--- src/rtl/rtc_pkg.sv ---
package rtc_pkg;
  localparam int DATA_W     = 8;
  localparam int ADDR_W     = 3;
  localparam int NUM_FIELDS = 7;

  typedef enum logic [ADDR_W-1:0] {
    F_SEC  = 3'd0,
    F_MIN  = 3'd1,
    F_HOUR = 3'd2,
    F_WDAY = 3'd3,
    F_DATE = 3'd4,
    F_MON  = 3'd5,
    F_YEAR = 3'd6,
    F_NONE = 3'd7
  } field_e;

  function automatic logic bcd_digits_ok(input logic [DATA_W-1:0] d);
    return (d[7:4] <= 4'd9) && (d[3:0] <= 4'd9);
  endfunction

  function automatic logic [DATA_W-1:0] bcd_to_bin(input logic [DATA_W-1:0] d);
    return ({4'd0, d[7:4]} * 8'd10) + {4'd0, d[3:0]};
  endfunction

  function automatic logic [DATA_W-1:0] bcd_inc(input logic [DATA_W-1:0] d);
    if (d[3:0] >= 4'd9) return {d[7:4] + 4'd1, 4'd0};
    else                return {d[7:4], d[3:0] + 4'd1};
  endfunction

  function automatic logic [DATA_W-1:0] field_floor(input int k);
    case (k)
      3, 4, 5: return 8'h01;
      default: return 8'h00;
    endcase
  endfunction

  function automatic logic [DATA_W-1:0] field_mask(input logic [ADDR_W-1:0] a);
    case (a)
      F_SEC, F_MIN:   return 8'h7F;
      F_HOUR, F_DATE: return 8'h3F;
      F_MON:          return 8'h1F;
      F_WDAY:         return 8'h07;
      F_YEAR:         return 8'hFF;
      default:        return 8'h00;
    endcase
  endfunction
endpackage

--- src/rtl/rtc_wr_check.sv ---
module rtc_wr_check
  import rtc_pkg::*;
(
  input  logic [ADDR_W-1:0] addr_i,
  input  logic [DATA_W-1:0] wdata_i,
  output logic              accept_o,
  output logic [DATA_W-1:0] value_o
);
  logic [DATA_W-1:0] bin;
  logic              digits;

  always_comb begin
    value_o = wdata_i & field_mask(addr_i);
    bin     = bcd_to_bin(value_o);
    digits  = bcd_digits_ok(value_o);
    case (field_e'(addr_i))
      F_SEC, F_MIN: accept_o = digits && (bin <= 8'd59);
      F_HOUR:       accept_o = digits && (bin <= 8'd23);
      F_WDAY:       accept_o = digits && (bin >= 8'd1) && (bin <= 8'd7);
      F_DATE:       accept_o = digits && (bin >= 8'd1) && (bin <= 8'd31);
      F_MON:        accept_o = digits && (bin >= 8'd1) && (bin <= 8'd12);
      F_YEAR:       accept_o = digits;
      default:      accept_o = 1'b0;
    endcase
  end
endmodule

--- src/rtl/rtc_month_len.sv ---
module rtc_month_len
  import rtc_pkg::*;
(
  input  logic [DATA_W-1:0] month_i,
  input  logic [DATA_W-1:0] year_i,
  output logic [DATA_W-1:0] last_o
);
  logic [DATA_W-1:0] ybin;
  logic              leap;

  always_comb begin
    ybin = bcd_to_bin(year_i);
    leap = (ybin % 8'd4) == 8'd0;
    case (month_i)
      8'h02:                      last_o = leap ? 8'h29 : 8'h28;
      8'h04, 8'h06, 8'h09, 8'h11: last_o = 8'h30;
      default:                    last_o = 8'h31;
    endcase
  end
endmodule

--- src/rtl/rtc_bcd_field.sv ---
module rtc_bcd_field
  import rtc_pkg::*;
#(
  parameter logic [DATA_W-1:0] FLOOR = 8'h00
) (
  input  logic              clk,
  input  logic              rst,
  input  logic              inc_i,
  input  logic              ld_i,
  input  logic [DATA_W-1:0] ld_val_i,
  input  logic [DATA_W-1:0] ceil_i,
  output logic [DATA_W-1:0] val_o,
  output logic              wrap_o
);
  logic [DATA_W-1:0] val_q;

  assign wrap_o = inc_i && (val_q >= ceil_i);
  assign val_o  = val_q;

  always_ff @(posedge clk) begin
    if (rst)        val_q <= FLOOR;
    else if (ld_i)  val_q <= ld_val_i;
    else if (inc_i) val_q <= wrap_o ? FLOOR : bcd_inc(val_q);
  end

  // an accepted load lands exactly
  p_load_exact_r8: assert property (@(posedge clk) disable iff (rst)
    ld_i |=> val_q == $past(ld_val_i));
  // a field that is neither loaded nor stepped holds
  p_idle_hold_r2: assert property (@(posedge clk) disable iff (rst)
    (!ld_i && !inc_i) |=> $stable(val_q));
  // a wrap returns the field to its floor
  p_wrap_floor_r4: assert property (@(posedge clk) disable iff (rst)
    (wrap_o && !ld_i) |=> val_q == FLOOR);
endmodule

--- src/rtl/bcd_rtc_bank.sv ---
module bcd_rtc_bank
  import rtc_pkg::*;
(
  input  logic              clk,
  input  logic              rst,
  input  logic              tick_i,
  input  logic [ADDR_W-1:0] addr_i,
  input  logic [DATA_W-1:0] wdata_i,
  input  logic              wr_i,
  output logic [DATA_W-1:0] rdata_o
);
  logic [DATA_W-1:0]     fval [NUM_FIELDS];
  logic [DATA_W-1:0]     ceil [NUM_FIELDS];
  logic [NUM_FIELDS-1:0] inc, ld, wrap;
  logic [DATA_W-1:0]     wr_val, last_day;
  logic                  wr_ok, tick_ok, halt_q, cent_q;

  rtc_wr_check u_chk (
    .addr_i   (addr_i),
    .wdata_i  (wdata_i),
    .accept_o (wr_ok),
    .value_o  (wr_val)
  );

  rtc_month_len u_mlen (
    .month_i (fval[F_MON]),
    .year_i  (fval[F_YEAR]),
    .last_o  (last_day)
  );

  assign tick_ok = tick_i && !halt_q && !wr_i;

  always_comb begin
    ceil[F_SEC]  = 8'h59;
    ceil[F_MIN]  = 8'h59;
    ceil[F_HOUR] = 8'h23;
    ceil[F_WDAY] = 8'h07;
    ceil[F_DATE] = last_day;
    ceil[F_MON]  = 8'h12;
    ceil[F_YEAR] = 8'h99;
    inc[F_SEC]   = tick_ok;
    inc[F_MIN]   = wrap[F_SEC];
    inc[F_HOUR]  = wrap[F_MIN];
    inc[F_WDAY]  = wrap[F_HOUR];
    inc[F_DATE]  = wrap[F_HOUR];
    inc[F_MON]   = wrap[F_DATE];
    inc[F_YEAR]  = wrap[F_MON];
  end

  for (genvar k = 0; k < NUM_FIELDS; k++) begin : g_field
    assign ld[k] = wr_i && wr_ok && (addr_i == ADDR_W'(k));
    rtc_bcd_field #(.FLOOR(field_floor(k))) u_field (
      .clk      (clk),
      .rst      (rst),
      .inc_i    (inc[k]),
      .ld_i     (ld[k]),
      .ld_val_i (wr_val),
      .ceil_i   (ceil[k]),
      .val_o    (fval[k]),
      .wrap_o   (wrap[k])
    );
  end

  always_ff @(posedge clk) begin
    if (rst) begin
      halt_q <= 1'b0;
      cent_q <= 1'b0;
    end else if (wr_i) begin
      if (addr_i == F_SEC)  halt_q <= wdata_i[7];
      if (addr_i == F_WDAY) cent_q <= wdata_i[6];
    end
  end

  always_ff @(posedge clk) begin
    if (rst) rdata_o <= '0;
    else begin
      case (field_e'(addr_i))
        F_SEC:   rdata_o <= {halt_q, fval[F_SEC][6:0]};
        F_WDAY:  rdata_o <= {1'b0, cent_q, 3'b000, fval[F_WDAY][2:0]};
        F_NONE:  rdata_o <= '0;
        default: rdata_o <= fval[addr_i];
      endcase
    end
  end

  // halted clock does not move seconds unless seconds are written
  p_halt_freeze_r6: assert property (@(posedge clk) disable iff (rst)
    (halt_q && !(wr_i && addr_i == F_SEC)) |=> $stable(fval[F_SEC]));
  // with a write to another register, seconds cannot step
  p_tick_drop_r11: assert property (@(posedge clk) disable iff (rst)
    (wr_i && addr_i != F_SEC) |=> $stable(fval[F_SEC]));
  // rejected hour write keeps hours (no carry possible during a write)
  p_reject_hold_r8: assert property (@(posedge clk) disable iff (rst)
    (wr_i && addr_i == F_HOUR && !wr_ok) |=> $stable(fval[F_HOUR]));
  // unused index reads zero
  p_unused_zero_r10: assert property (@(posedge clk) disable iff (rst)
    (addr_i == F_NONE) |=> rdata_o == 8'h00);
  // year carry out wraps the year to 00
  p_year_wrap_r5: assert property (@(posedge clk) disable iff (rst)
    wrap[F_YEAR] |=> fval[F_YEAR] == 8'h00);
  // seconds stay legal BCD within 0..59
  p_sec_range_r2: assert property (@(posedge clk) disable iff (rst)
    bcd_digits_ok(fval[F_SEC]) && fval[F_SEC] <= 8'h59);
  // day of month never zero
  p_date_nonzero_r4: assert property (@(posedge clk) disable iff (rst)
    fval[F_DATE] != 8'h00);
endmodule

--- config.mk ---
export PLATFORM = sky130hd
export DESIGN_NAME = bcd_rtc_bank
export DESIGN_NICKNAME = d
export VERILOG_FILES = /design/src/rtl/rtc_pkg.sv /design/src/rtl/rtc_wr_check.sv /design/src/rtl/rtc_month_len.sv /design/src/rtl/rtc_bcd_field.sv /design/src/rtl/bcd_rtc_bank.sv
export SDC_FILE = /design/constraint.sdc
export NUM_CORES = 1
export LEC_CHECK = 0
export CAP_MARGIN = 20
export CORE_ASPECT_RATIO = 1.5
export CORE_MARGIN = 2
export CORE_UTILIZATION = 40
export CTS_CLUSTER_DIAMETER = 60
export DETAILED_ROUTE_END_ITERATION = 8
export GPL_ROUTABILITY_DRIVEN = 0
export HOLD_SLACK_MARGIN = 0.03
export PLACE_DENSITY = 0.62
export REMOVE_ABC_BUFFERS = 1
export SYNTH_ARGS = -nofsm -noshare
export SYNTH_HDL_FRONTEND = slang
export SYNTH_SLANG_ARGS = --single-unit
--- constraint.sdc ---
create_clock -name clk -period 4.2 [get_ports clk]
set_input_delay 0.84 -clock clk [delete_from_list [all_inputs] [get_ports clk]]
set_output_delay 0.84 -clock clk [all_outputs]
set_load 0.03 [all_outputs]
=== Word level (Yosys, flattened, before mapping) ===
Cells that the tools add are included.

* Add/subtract/negate cells: 16
* Multiply operators: 2
* Order comparisons: 23
* Equality and inequality tests: 12
* Mux-type cells: 36
* Bitwise logic cells: 2
* Reduce and logical (&&, ||, !) cells: 54

{| class="wikitable"
|+ Operators with widths
! operator !! count
|-
| 8-bit two-way mux || 30
|-
| 4-bit by 1-bit adder with 4-bit output (second input constant) || 14
|-
| 8-bit one-hot mux with 5 select lines || 1
|-
| 4-bit greater-or-equal comparator (second input constant) || 8
|-
| 8-bit binary-select mux with 3-bit select || 1
|-
| 1-bit logical AND || 24
|-
| 8-bit one-hot mux with 3 select lines || 1
|-
| 3-bit nonzero test || 7
|-
| 2-bit AND reduction || 9
|-
| 8-bit by 3-bit == test with 1-bit output (second input constant) || 2
|-
| 8-bit by 7-bit greater-or-equal comparator with 1-bit output (second input constant) || 2
|-
| 8-bit by 5-bit <= comparator with 1-bit output (second input constant) || 2
|-
| 8-bit one-hot mux with 2 select lines || 1
|-
| 2-bit nonzero test || 7
|-
| 3-bit == test (second input constant) || 4
|-
| 8-bit by 4-bit adder with 8-bit output || 1
|-
| 8-bit bitwise AND || 1
|-
| 8-bit by 2-bit == test with 1-bit output (second input constant) || 1
|-
| 8-bit by 4-bit == test with 1-bit output (second input constant) || 1
|-
| 8-bit by 5-bit == test with 1-bit output (second input constant) || 1
|-
| 8-bit by 1-bit greater-or-equal comparator with 1-bit output (second input constant) || 1
|-
| 8-bit by 3-bit greater-or-equal comparator with 1-bit output (second input constant) || 1
|-
| 8-bit by 5-bit greater-or-equal comparator with 1-bit output (second input constant) || 1
|-
| 8-bit by 6-bit greater-or-equal comparator with 1-bit output (second input constant) || 1
|-
| other kinds (19) || 23
|}

* Flip-flop bits (word level): 66

=== Longest topological paths before layout ===
Gate-level depths: netlist of the first run.

* Depth in word-level cells: 14
* Depth in mapped cells: 16
* Depth with buffers taken out: 15

=== Cells and area by module ===
Synthesis of the first run repeated with hierarchy kept, for this count alone.

* Cells, all modules: 901
* Area total of the unflattened synthesis: 7,205.7 sq um

{| class="wikitable"
|+ Modules (own cells, without submodules)
! module !! instances !! cells an instance !! area each (sq um)
|-
| rtc_bcd_field (g_field[0].u_field ...) || 4 || 103 || 805.8
|-
| rtc_bcd_field (g_field[3].u_field ...) || 3 || 99 || 782.0
|-
| bcd_rtc_bank || 1 || 86 || 893.4
|-
| rtc_wr_check || 1 || 84 || 583.1
|-
| rtc_month_len || 1 || 22 || 160.2
|}

=== Worst setup path after synthesis of the first run ===
No wires, ideal clock.

* Kind: input-to-reg
* From: input port addr_i[2]
* To: register g_field[3].u_field.val_q[1]
* Setup time: 137 ps
* Data arrival time: 4,237 ps
* Path slack: -174 ps
* Cell stages on the path: 16
* Path buffers: 3
* Cells stage by stage: clkbuf_1 > clkbuf_1 > o21ai_0 > nand2_1 > inv_1 > ha_1 > and2_1 > fa_1 > o211ai_1 > nand2b_1 > and2_1 > o311a_2 > and4_2 > buf_4 > a211oi_1 > a211oi_1

* Longest elaborated chain between the ends: 13
* Elaborated cells on any way between the ends: 33
* Those cells by class: add/sub: 1; mul: 1; order compare: 8; eq/ne: 6; mux: 3; bitwise: 1; reduce/logical: 13

{| class="wikitable"
|+ Ends and longest elaborated chain
! element !! line !! source
|-
| start: declaration || bcd_rtc_bank.sv:7 || <nowiki>input logic [ADDR_W-1:0] addr_i,</nowiki>
|-
| 3-bit by 2-bit == test with 1-bit output, or another cell as far along || rtc_pkg.sv:38, rtc_wr_check.sv:16 ||
|-
| 2-bit OR reduction (on tied branches) || rtc_pkg.sv:38, rtc_wr_check.sv:16 ||
|-
| 8-bit one-hot mux with 5 select lines || rtc_pkg.sv:38 || <nowiki>case (a)</nowiki>
|-
| 8-bit bitwise AND || rtc_wr_check.sv:13 || <nowiki>value_o = wdata_i & field_mask(addr_i);</nowiki>
|-
| 4-bit by 3-bit multiplier with 7-bit output || rtc_pkg.sv:22 || <nowiki>return ({4'd0, d[7:4]} * 8'd10) + {4'd0, d[3:0]};</nowiki>
|-
| 8-bit by 4-bit adder with 8-bit output || rtc_pkg.sv:22 ||
|-
| 8-bit by 1-bit greater-or-equal comparator with 1-bit output || rtc_wr_check.sv:19, rtc_wr_check.sv:20, rtc_wr_check.sv:21 ||
|-
| 1-bit logical AND || rtc_wr_check.sv:19, rtc_wr_check.sv:20, rtc_wr_check.sv:21 ||
|-
| 1-bit logical AND (on tied branches) || rtc_wr_check.sv:21, rtc_wr_check.sv:19, rtc_wr_check.sv:20 ||
|-
| 1-bit one-hot mux with 6 select lines || rtc_wr_check.sv:16 || <nowiki>case (field_e'(addr_i))</nowiki>
|-
| 1-bit logical AND (2 in series) || bcd_rtc_bank.sv:51 || <nowiki>assign ld[k] = wr_i && wr_ok && (addr_i == ADDR_W'(k));</nowiki>
|-
| 8-bit two-way mux or 2-bit nonzero test (tied branches) || n/a ||
|-
| end signal: assignment || rtc_bcd_field.sv:22 || <nowiki>else if (ld_i) val_q <= ld_val_i;</nowiki>
|-
| end signal: assignment || rtc_bcd_field.sv:23 || <nowiki>else if (inc_i) val_q <= wrap_o ? FLOOR : bcd_inc(val_q);</nowiki>
|-
| end: declaration || rtc_bcd_field.sv:15 || <nowiki>logic [DATA_W-1:0] val_q;</nowiki>
|}

Several ways; a longest one is shown, not always the timed one.
A chain may end at the register's enable or synchronous reset.

=== Worst setup path in the final report of the first run ===
* From: input port addr_i[2]
* To: register g_field[5].u_field.val_q[0]

* Longest elaborated chain between the ends: 13
* Elaborated cells on any way between the ends: 33
* Those cells by class: add/sub: 1; mul: 1; order compare: 8; eq/ne: 6; mux: 3; bitwise: 1; reduce/logical: 13

{| class="wikitable"
|+ Ends and longest elaborated chain
! element !! line
|-
| 3-bit by 2-bit == test with 1-bit output, or another cell as far along || rtc_pkg.sv:38, rtc_wr_check.sv:16
|-
| 2-bit OR reduction (on tied branches) || rtc_pkg.sv:38, rtc_wr_check.sv:16
|-
| 8-bit one-hot mux with 5 select lines || rtc_pkg.sv:38
|-
| 8-bit bitwise AND || rtc_wr_check.sv:13
|-
| 4-bit by 3-bit multiplier with 7-bit output || rtc_pkg.sv:22
|-
| 8-bit by 4-bit adder with 8-bit output || rtc_pkg.sv:22
|-
| 8-bit by 1-bit greater-or-equal comparator with 1-bit output || rtc_wr_check.sv:19, rtc_wr_check.sv:20, rtc_wr_check.sv:21
|-
| 1-bit logical AND || rtc_wr_check.sv:19, rtc_wr_check.sv:20, rtc_wr_check.sv:21
|-
| 1-bit logical AND (on tied branches) || rtc_wr_check.sv:21, rtc_wr_check.sv:19, rtc_wr_check.sv:20
|-
| 1-bit one-hot mux with 6 select lines || rtc_wr_check.sv:16
|-
| 1-bit logical AND (2 in series) || bcd_rtc_bank.sv:51
|-
| 8-bit two-way mux or 2-bit nonzero test (tied branches) || n/a
|-
| end signal: assignment || rtc_bcd_field.sv:22
|-
| end signal: assignment || rtc_bcd_field.sv:23
|-
| end: declaration || rtc_bcd_field.sv:15
|}

Several ways; a longest one is shown, not always the timed one.

==> impl_metrics.json, run 1 <==
{
  "cts_tree": "yes",
  "yosysMostFrequentCell": "dfxtp_1",
  "antenna_found_initial": 0,
  "outcome": "complete, no violations",
  "yosysUniqueCellTypes": 83,
  "top_usage_layer": "met2",
  "switchingPower_mw": 0.468,
  "hpwl_um": 12700,
  "drc": 0,
  "diodes": 0,
  "seqPwrFrac_pct": 38.1,
  "cp.arrival_ns": 4.34,
  "core_um2": 12400,
  "ys_ff_latch": 66,
  "grt_pass1_wl_um": 25600,
  "crit_buf_inv": 3,
  "yosys.area.top_type_share_pct": 25.9,
  "ys_seq_area_share_pct": 25.9,
  "overflow": 0,
  "path_delay_family": "compound AO/OA/AOI/OAI gates",
  "yosysWarnings": 0,
  "use_met3_pct": 3.92,
  "cts-root-buf": "clkbuf_16",
  "netlist_top_cells_area": "dfxtp_1 (26%), ha_1 (12%), nand2_1 (3.9%)",
  "initial_core_util_pct": 41.0,
  "die_height_um": 142,
  "htreeDepth": 3,
  "cp_slowest_cell": "fa_1",
  "power_leakage_nw": 2.56,
  "cts_hold_buffers": 0,
  "die_x_um": 96.2,
  "setup_viol": 0,
  "fmax_ghz": 0.243,
  "cp_max_fo": 6,
  "clkLatencyLatePin_ns": 0.34,
  "grt_use_met1_pct": 26.6,
  "cp_slowest_stage_delay_ns": 0.59,
  "synth_ff_type": "dfxtp_1",
  "via_count": 5042,
  "areaGrowthSynthToFinish_pct": 21.2,
  "maxSlewHeadroom_pct": 43.8,
  "drv_cap": 0,
  "clock_skew_ns": 0.00662,
  "clock_path_buffers": 2,
  "ant_nets": 0,
  "hold_ws_ns": 0.467,
  "comb_power_share_pct": 16.6,
  "fin_crit_ns": 4.12,
  "worst_ir_drop_vdd_mv": 0.180,
  "power_density_nw_per_um2": 276,
  "hold_class": "flop to flop",
  "synth_common_cells": "dfxtp_1 (66), nand2_1 (53), nor2_1 (52)",
  "fin_crit_sh_pct": 98.0,
  "clockPowerShare_pct": 45.4,
  "placed_cell_area_um2": 5770,
  "clk_pin_slew_ns": 0.06,
  "numCtsBuffers": 9,
  "io-pin-count": 23,
  "final_util_pct": 49.7,
  "port_buffers": 22,
  "num_rows": 50,
  "drive_gt1_share_pct": 18.8,
  "routedWlPerCell_um": 19.6,
  "finalHoldViolCount": 0,
  "worstMarginPinSlew_ns": 0.843,
  "first_pass_iters": 5,
  "synth.largest_area_cell": "dfxtp_1",
  "finalMaxSlewViolations": 0,
  "dpl_worst_slack_ns": -0.405,
  "crit_chain": "clkdlybuf4s50_1 -> buf_6 -> and2_1 -> o21a_1 -> ha_1 -> and2_4 -> fa_1 -> o211ai_1 -> nand2b_4 -> o311ai_4 -> o311a_4 -> o21ai_4 -> buf_4 -> o221a_1 -> a311o_1",
  "syn_area_um2": 5100,
  "synth_area_per_cell_um2": 8.33,
  "setup_slack_ns": 0.0847,
  "viasPerCell": 6.05,
  "grt_pass1_vias": 5034,
  "worst_setup_path_end_kind": "flop",
  "critical_path_class": "input pin to flop",
  "synth_edf_count": 0,
  "fin_area_um2": 6180,
  "finalNetCount": 736,
  "internal-power_mw": 1.24,
  "globalRouteTotalUtil_pct": 24.8,
  "synthArstFlopShare_pct": 0,
  "startpoint_type": "input pin",
  "use_met2_pct": 43.8,
  "die-area_um2": 13700,
  "totalWireLength_um": 16300,
  "required_ns": 4.42,
  "clock_sinks": 66,
  "drt-initial-drc-count": 279,
  "syn_inst": 613,
  "grt_max_degree": 43,
  "swShare_pct": 27.4,
  "setup-tns-final_ns": 0
}
-- per-layer routing --
| layer | vias to the layer above | wire length, µm |
|---|---|---|
| met5 | - | 0 |
| li1 | 2403 | - |
| met1 | 2392 | 6040 |
| met3 | 62 | 822 |
| met2 | 185 | 8460 |
| met4 | 0 | 1020 |
-- power by group through the flow --
stage	logic, mW	clock network, mW	registers (mW)
after detailed placement	0.263	0	0.663
after floorplan	0.129	0	0.661
after global placement	0.259	0	0.663
final	0.282	0.773	0.649
after global routing	0.302	0.810	0.650
after CTS	0.266	0.779	0.649
-- stage by stage --
stage / cells / power, mW
6_report: 833 / 1.70
5_1_grt: 833 / 1.76
4_1_cts: 831 / 1.69
3_5_place_dp: 815 / 0.926
3_3_place_gp: 815 / 0.922
2_1_floorplan: 581 / 0.790
-- state kept, by name (all words and copies together) (netlist names) --
name,cells
g_field.u_field.val_o,56
rdata_o,8
cent_q,1
halt_q,1
-- cell type report --
cell class,count,area (µm²)
clock buffer,11,243
clock inverter,5,61.3
fill,1189,6260
inverter,40,150
multi-input combinational,475,3550
sequential,66,1320
tap,156,195
timing repair buffer,80,659
-- timing repair --
action                                  CTS  global route
setup buffers                             0             2
endpoints found under the setup margin    5            43
pin swaps                                 0             4
gates resized for setup                   1            16
-- worst paths after layout --
path | start | end | slack (ns) | cells after the start
setup / recovery | addr_i[2] | g_field[5].u_field.val_o[0] | 0.08 | 15
hold / removal | g_field[3].u_field.val_o[6] | g_field[3].u_field.val_o[6] | 0.47 | 2
setup reg to reg | g_field[5].u_field.val_o[4] | g_field[6].u_field.val_o[5] | 0.59 | 16
hold reg to reg | g_field[3].u_field.val_o[6] | g_field[3].u_field.val_o[6] | 0.47 | 2
-- layout by cell type, fill, tap and decap left out, drive strengths merged, types with 11 or more instances in the layout --
cell type       n
nor2           53
clkdlybuf4s50  19
inv            41
buf            59
dfxtp          66
mux2           14
a211oi         28
mux2i          15
ha             47
o21ai          29
clkbuf         11
nand3          19
nor3           18
a21oi          37
nand2          54
-- cells by family (layout without fill, tap and decap cells) --
kind of cell             count (synthesis)  count (layout)  synth area share [%]
flip-flops                              66              66                  25.9
AO/OA/AOI/OAI                          179             179                  25.2
buffers and inverters                   72             136                  6.15
XOR/XNOR                                 4               4                 0.687
multiplexers                            34              34                  8.61
AND/OR/NAND/NOR                        209             209                  21.2
adder cells (fa/ha/maj)                 49              49                  12.3
-- worst reg2reg max path, delay by kind of cell, from the launching register on --
kind / cells / cell delay (ns)
flip-flops: 1 / 0.46
multiplexers: 1 / 0.27
AO/OA/AOI/OAI: 7 / 1.50
adder cells (fa/ha/maj): 2 / 0.46
buffers and inverters: 2 / 0.27
AND/OR/NAND/NOR: 4 / 0.54
Power figures use the tool's default switching activity.
==> run 2: changes to the inputs <==
- TNS_END_PERCENT: default -> 5
==> results of run 2 <==
The final DEF is identical to that of run 1; final timing and power are the same.
==> run 3: changes to the inputs <==
- ABC_AREA: default -> 1
==> impl_metrics.json, run 3 <==
{
  "clk_pin_slew_ns": 0.06,
  "clockPowerShare_pct": 47.8,
  "clkLatencyLatePin_ns": 0.35,
  "yosysMostFrequentCell": "nand2_1",
  "hold_class": "flop to flop",
  "grt_pass1_wl_um": 28200,
  "cts-root-buf": "clkbuf_16",
  "worst_ir_drop_vdd_mv": 0.191,
  "internal-power_mw": 1.27,
  "io-pin-count": 23,
  "routedWlPerCell_um": 15.4,
  "cp_max_fo": 12,
  "swShare_pct": 27.4,
  "finalHoldViolCount": 0,
  "htreeDepth": 3,
  "critical_path_class": "input pin to flop",
  "cp.arrival_ns": 3.95,
  "totalWireLength_um": 17200,
  "dpl_worst_slack_ns": -0.165,
  "setup_viol": 0,
  "reg2reg_depth": 18,
  "numCtsBuffers": 9,
  "grt_pass1_vias": 5556,
  "cts.repair.resized": 0,
  "hold_ws_ns": 0.445,
  "power_density_nw_per_um2": 265,
  "setup_slack_ns": 0.471,
  "ys_ff_latch": 66,
  "post_cts.repair.setup_buffers": 0,
  "ys_seq_area_share_pct": 23.7,
  "via_count": 5896,
  "ant_nets": 0,
  "worstMarginPinSlew_ns": 0.663,
  "die-area_um2": 14900,
  "port_buffers": 22,
  "clock_sinks": 66,
  "required_ns": 4.43,
  "viasPerCell": 5.28,
  "hold_depth": 2,
  "synthArstFlopShare_pct": 0,
  "drc": 0,
  "overflow": 0,
  "synth_edf_count": 0,
  "netlist_top_cells_area": "dfxtp_1 (24%), nand2_1 (14%), ha_1 (11%)",
  "final_cell_mix": "nand2_1 (209), inv_1 (136), nand3_1 (114)",
  "fillers": 1405,
  "r2r_end": "g_field[5].u_field.val_o[4]",
  "num_rows": 52,
  "final_common_cell": "nand2_1",
  "r2r_slack_ns": 0.91,
  "antenna_found_initial": 0,
  "synth_area_per_cell_um2": 6.24,
  "fin_crit_sh_pct": 88.8,
  "hpwl_um": 13300,
  "setup-tns-final_ns": 0,
  "finalMaxSlewViolations": 0,
  "yosys.area.top_type_share_pct": 23.7,
  "min-delay-start": "g_field[0].u_field.val_o[7]",
  "power_leakage_nw": 3.39,
  "maxSlewHeadroom_pct": 55.4,
  "outcome": "complete, no violations",
  "grt_max_degree": 28,
  "comb_power_share_pct": 15.2,
  "switchingPower_mw": 0.480,
  "drive_gt1_share_pct": 9.53,
  "yosysWarnings": 0,
  "diodes": 0,
  "synth.largest_area_cell": "dfxtp_1",
  "worst_setup_path_end_kind": "flop",
  "finalNetCount": 1014,
  "initial_core_util_pct": 41.2,
  "areaGrowthSynthToFinish_pct": 18.6,
  "seqPwrFrac_pct": 37.0,
  "die_height_um": 149,
  "rr_startpoint": "g_field[5].u_field.val_o[1]",
  "yosysUniqueCellTypes": 46,
  "cts_tree": "yes",
  "first_pass_iters": 5,
  "synth_ff_type": "dfxtp_1",
  "die_x_um": 100,
  "drt-initial-drc-count": 345,
  "hold_end": "g_field[0].u_field.val_o[7]",
  "fin_crit_ns": 3.73,
  "fmax_ghz": 0.268,
  "syn_area_um2": 5580,
  "drv_cap": 0,
  "clock_skew_ns": 0.00663,
  "largest_register_ffs": 56,
  "clock_path_buffers": 2,
  "grt_setup_unrepaired": "no",
  "cts_hold_buffers": 0,
  "globalRouteTotalUtil_pct": 24.3,
  "syn_inst": 893,
  "synth_common_cells": "nand2_1 (209), inv_1 (136), nand3_1 (114)",
  "core_um2": 13500,
  "startpoint_type": "input pin"
}
==> run 3: cell types whose count changed after synthesis, moves of 24 or more <==
cell | previous run | this run
a211oi_1 | 25 | 1
inv_1 | 39 | 136
nand2_1 | 53 | 209
nand3_1 | 19 | 114
nor2_1 | 52 | 104
==> run 3: metal layers <==
layer / vias up / global-route usage [%] / share of wire (%) / wire length, µm
li1: 3005 / - / - / -
met2: 142 / 42.6 / 51 / 8730
met3: 48 / 3.24 / 3.6 / 628
met5: - / 0 / 0 / 0
met1: 2701 / 28.7 / 42 / 7150
met4: 0 / 11.6 / 4.2 / 716
==> run 3: worst max-delay path by stage <==
| stage | startpoint | endpoint | slack, ns | cells past startpoint |
|---|---|---|---|---|
| 2_1_floorplan | addr_i[2] | g_field[3].u_field.val_o[6] | 0.16 | 20 |
| 3_3_place_gp | addr_i[2] | g_field[2].u_field.val_o[5] | -0.13 | 21 |
| 3_5_place_dp | addr_i[2] | g_field[2].u_field.val_o[5] | -0.17 | 21 |
| 4_1_cts | addr_i[1] | g_field[2].u_field.val_o[5] | 0.18 | 23 |
| 5_1_grt | wdata_i[5] | g_field[4].u_field.val_o[0] | 0.12 | 21 |
| 6_report | wdata_i[5] | g_field[4].u_field.val_o[0] | 0.47 | 21 |
==> run 3: power groups by stage <==
stage / Combinational (mW) / Clock [mW] / Sequential (mW)
after floorplan: 0.141 / 0 / 0.660
after global placement: 0.260 / 0 / 0.662
after detailed placement: 0.262 / 0 / 0.662
after CTS: 0.263 / 0.847 / 0.648
after global routing: 0.295 / 0.876 / 0.649
final: 0.267 / 0.837 / 0.648
==> run 3: critical path: stages <==
cell             delay [ns]
clkdlybuf4s50_1        0.52
a21boi_1               0.23
ha_1                   0.27
nand2_1                0.08
inv_1                  0.05
fa_1                   0.51
inv_1                  0.06
nand2_1                0.09
nand2_1                0.07
o21ai_0                0.14
nand2_1                0.07
nand3_1                0.06
nand2_1                0.05
nand2_1                0.09
nand2_4                0.11
buf_4                  0.19
nand3_2                0.08
buf_4                  0.17
o21ai_0                0.09
o21ai_0                0.09
nand3_1                0.08
==> run 3: cell type report <==
type / instances / area, µm² / area share [%]
inverters: 148 / 556 / 8.40
well taps: 162 / 203 / 3.07
flip-flops and latches: 66 / 1320 / 20.0
multi-input cells: 651 / 3580 / 54.2
clock buffers: 11 / 243 / 3.67
repair buffers: 74 / 631 / 9.54
clock inverters: 5 / 77.6 / 1.17
==> run 3: logic make-up (layout without fill, tap and decap cells) <==
family	Yosys count	count (layout)	share of synthesized area, %
DFF	66	66	23.7
AOI/OAI and AO/OA	104	104	11.9
buffers and inverters	176	238	12.4
and+or+nand+nor	481	481	38.1
adders and majority gates	49	49	11.3
xor gates and xnor gates	17	17	2.67
==> run 3: per-stage QoR <==
stage | instances | total power, mW | instance area (µm²) | utilization [%]
2_1_floorplan | 865 | 0.802 | 5440 | -
3_3_place_gp | 1101 | 0.922 | 6270 | 46.3
3_5_place_dp | 1101 | 0.924 | 6270 | 46.3
4_1_cts | 1117 | 1.76 | 6590 | 48.7
5_1_grt | 1117 | 1.82 | 6610 | 48.9
6_report | 1117 | 1.75 | 6610 | 48.9
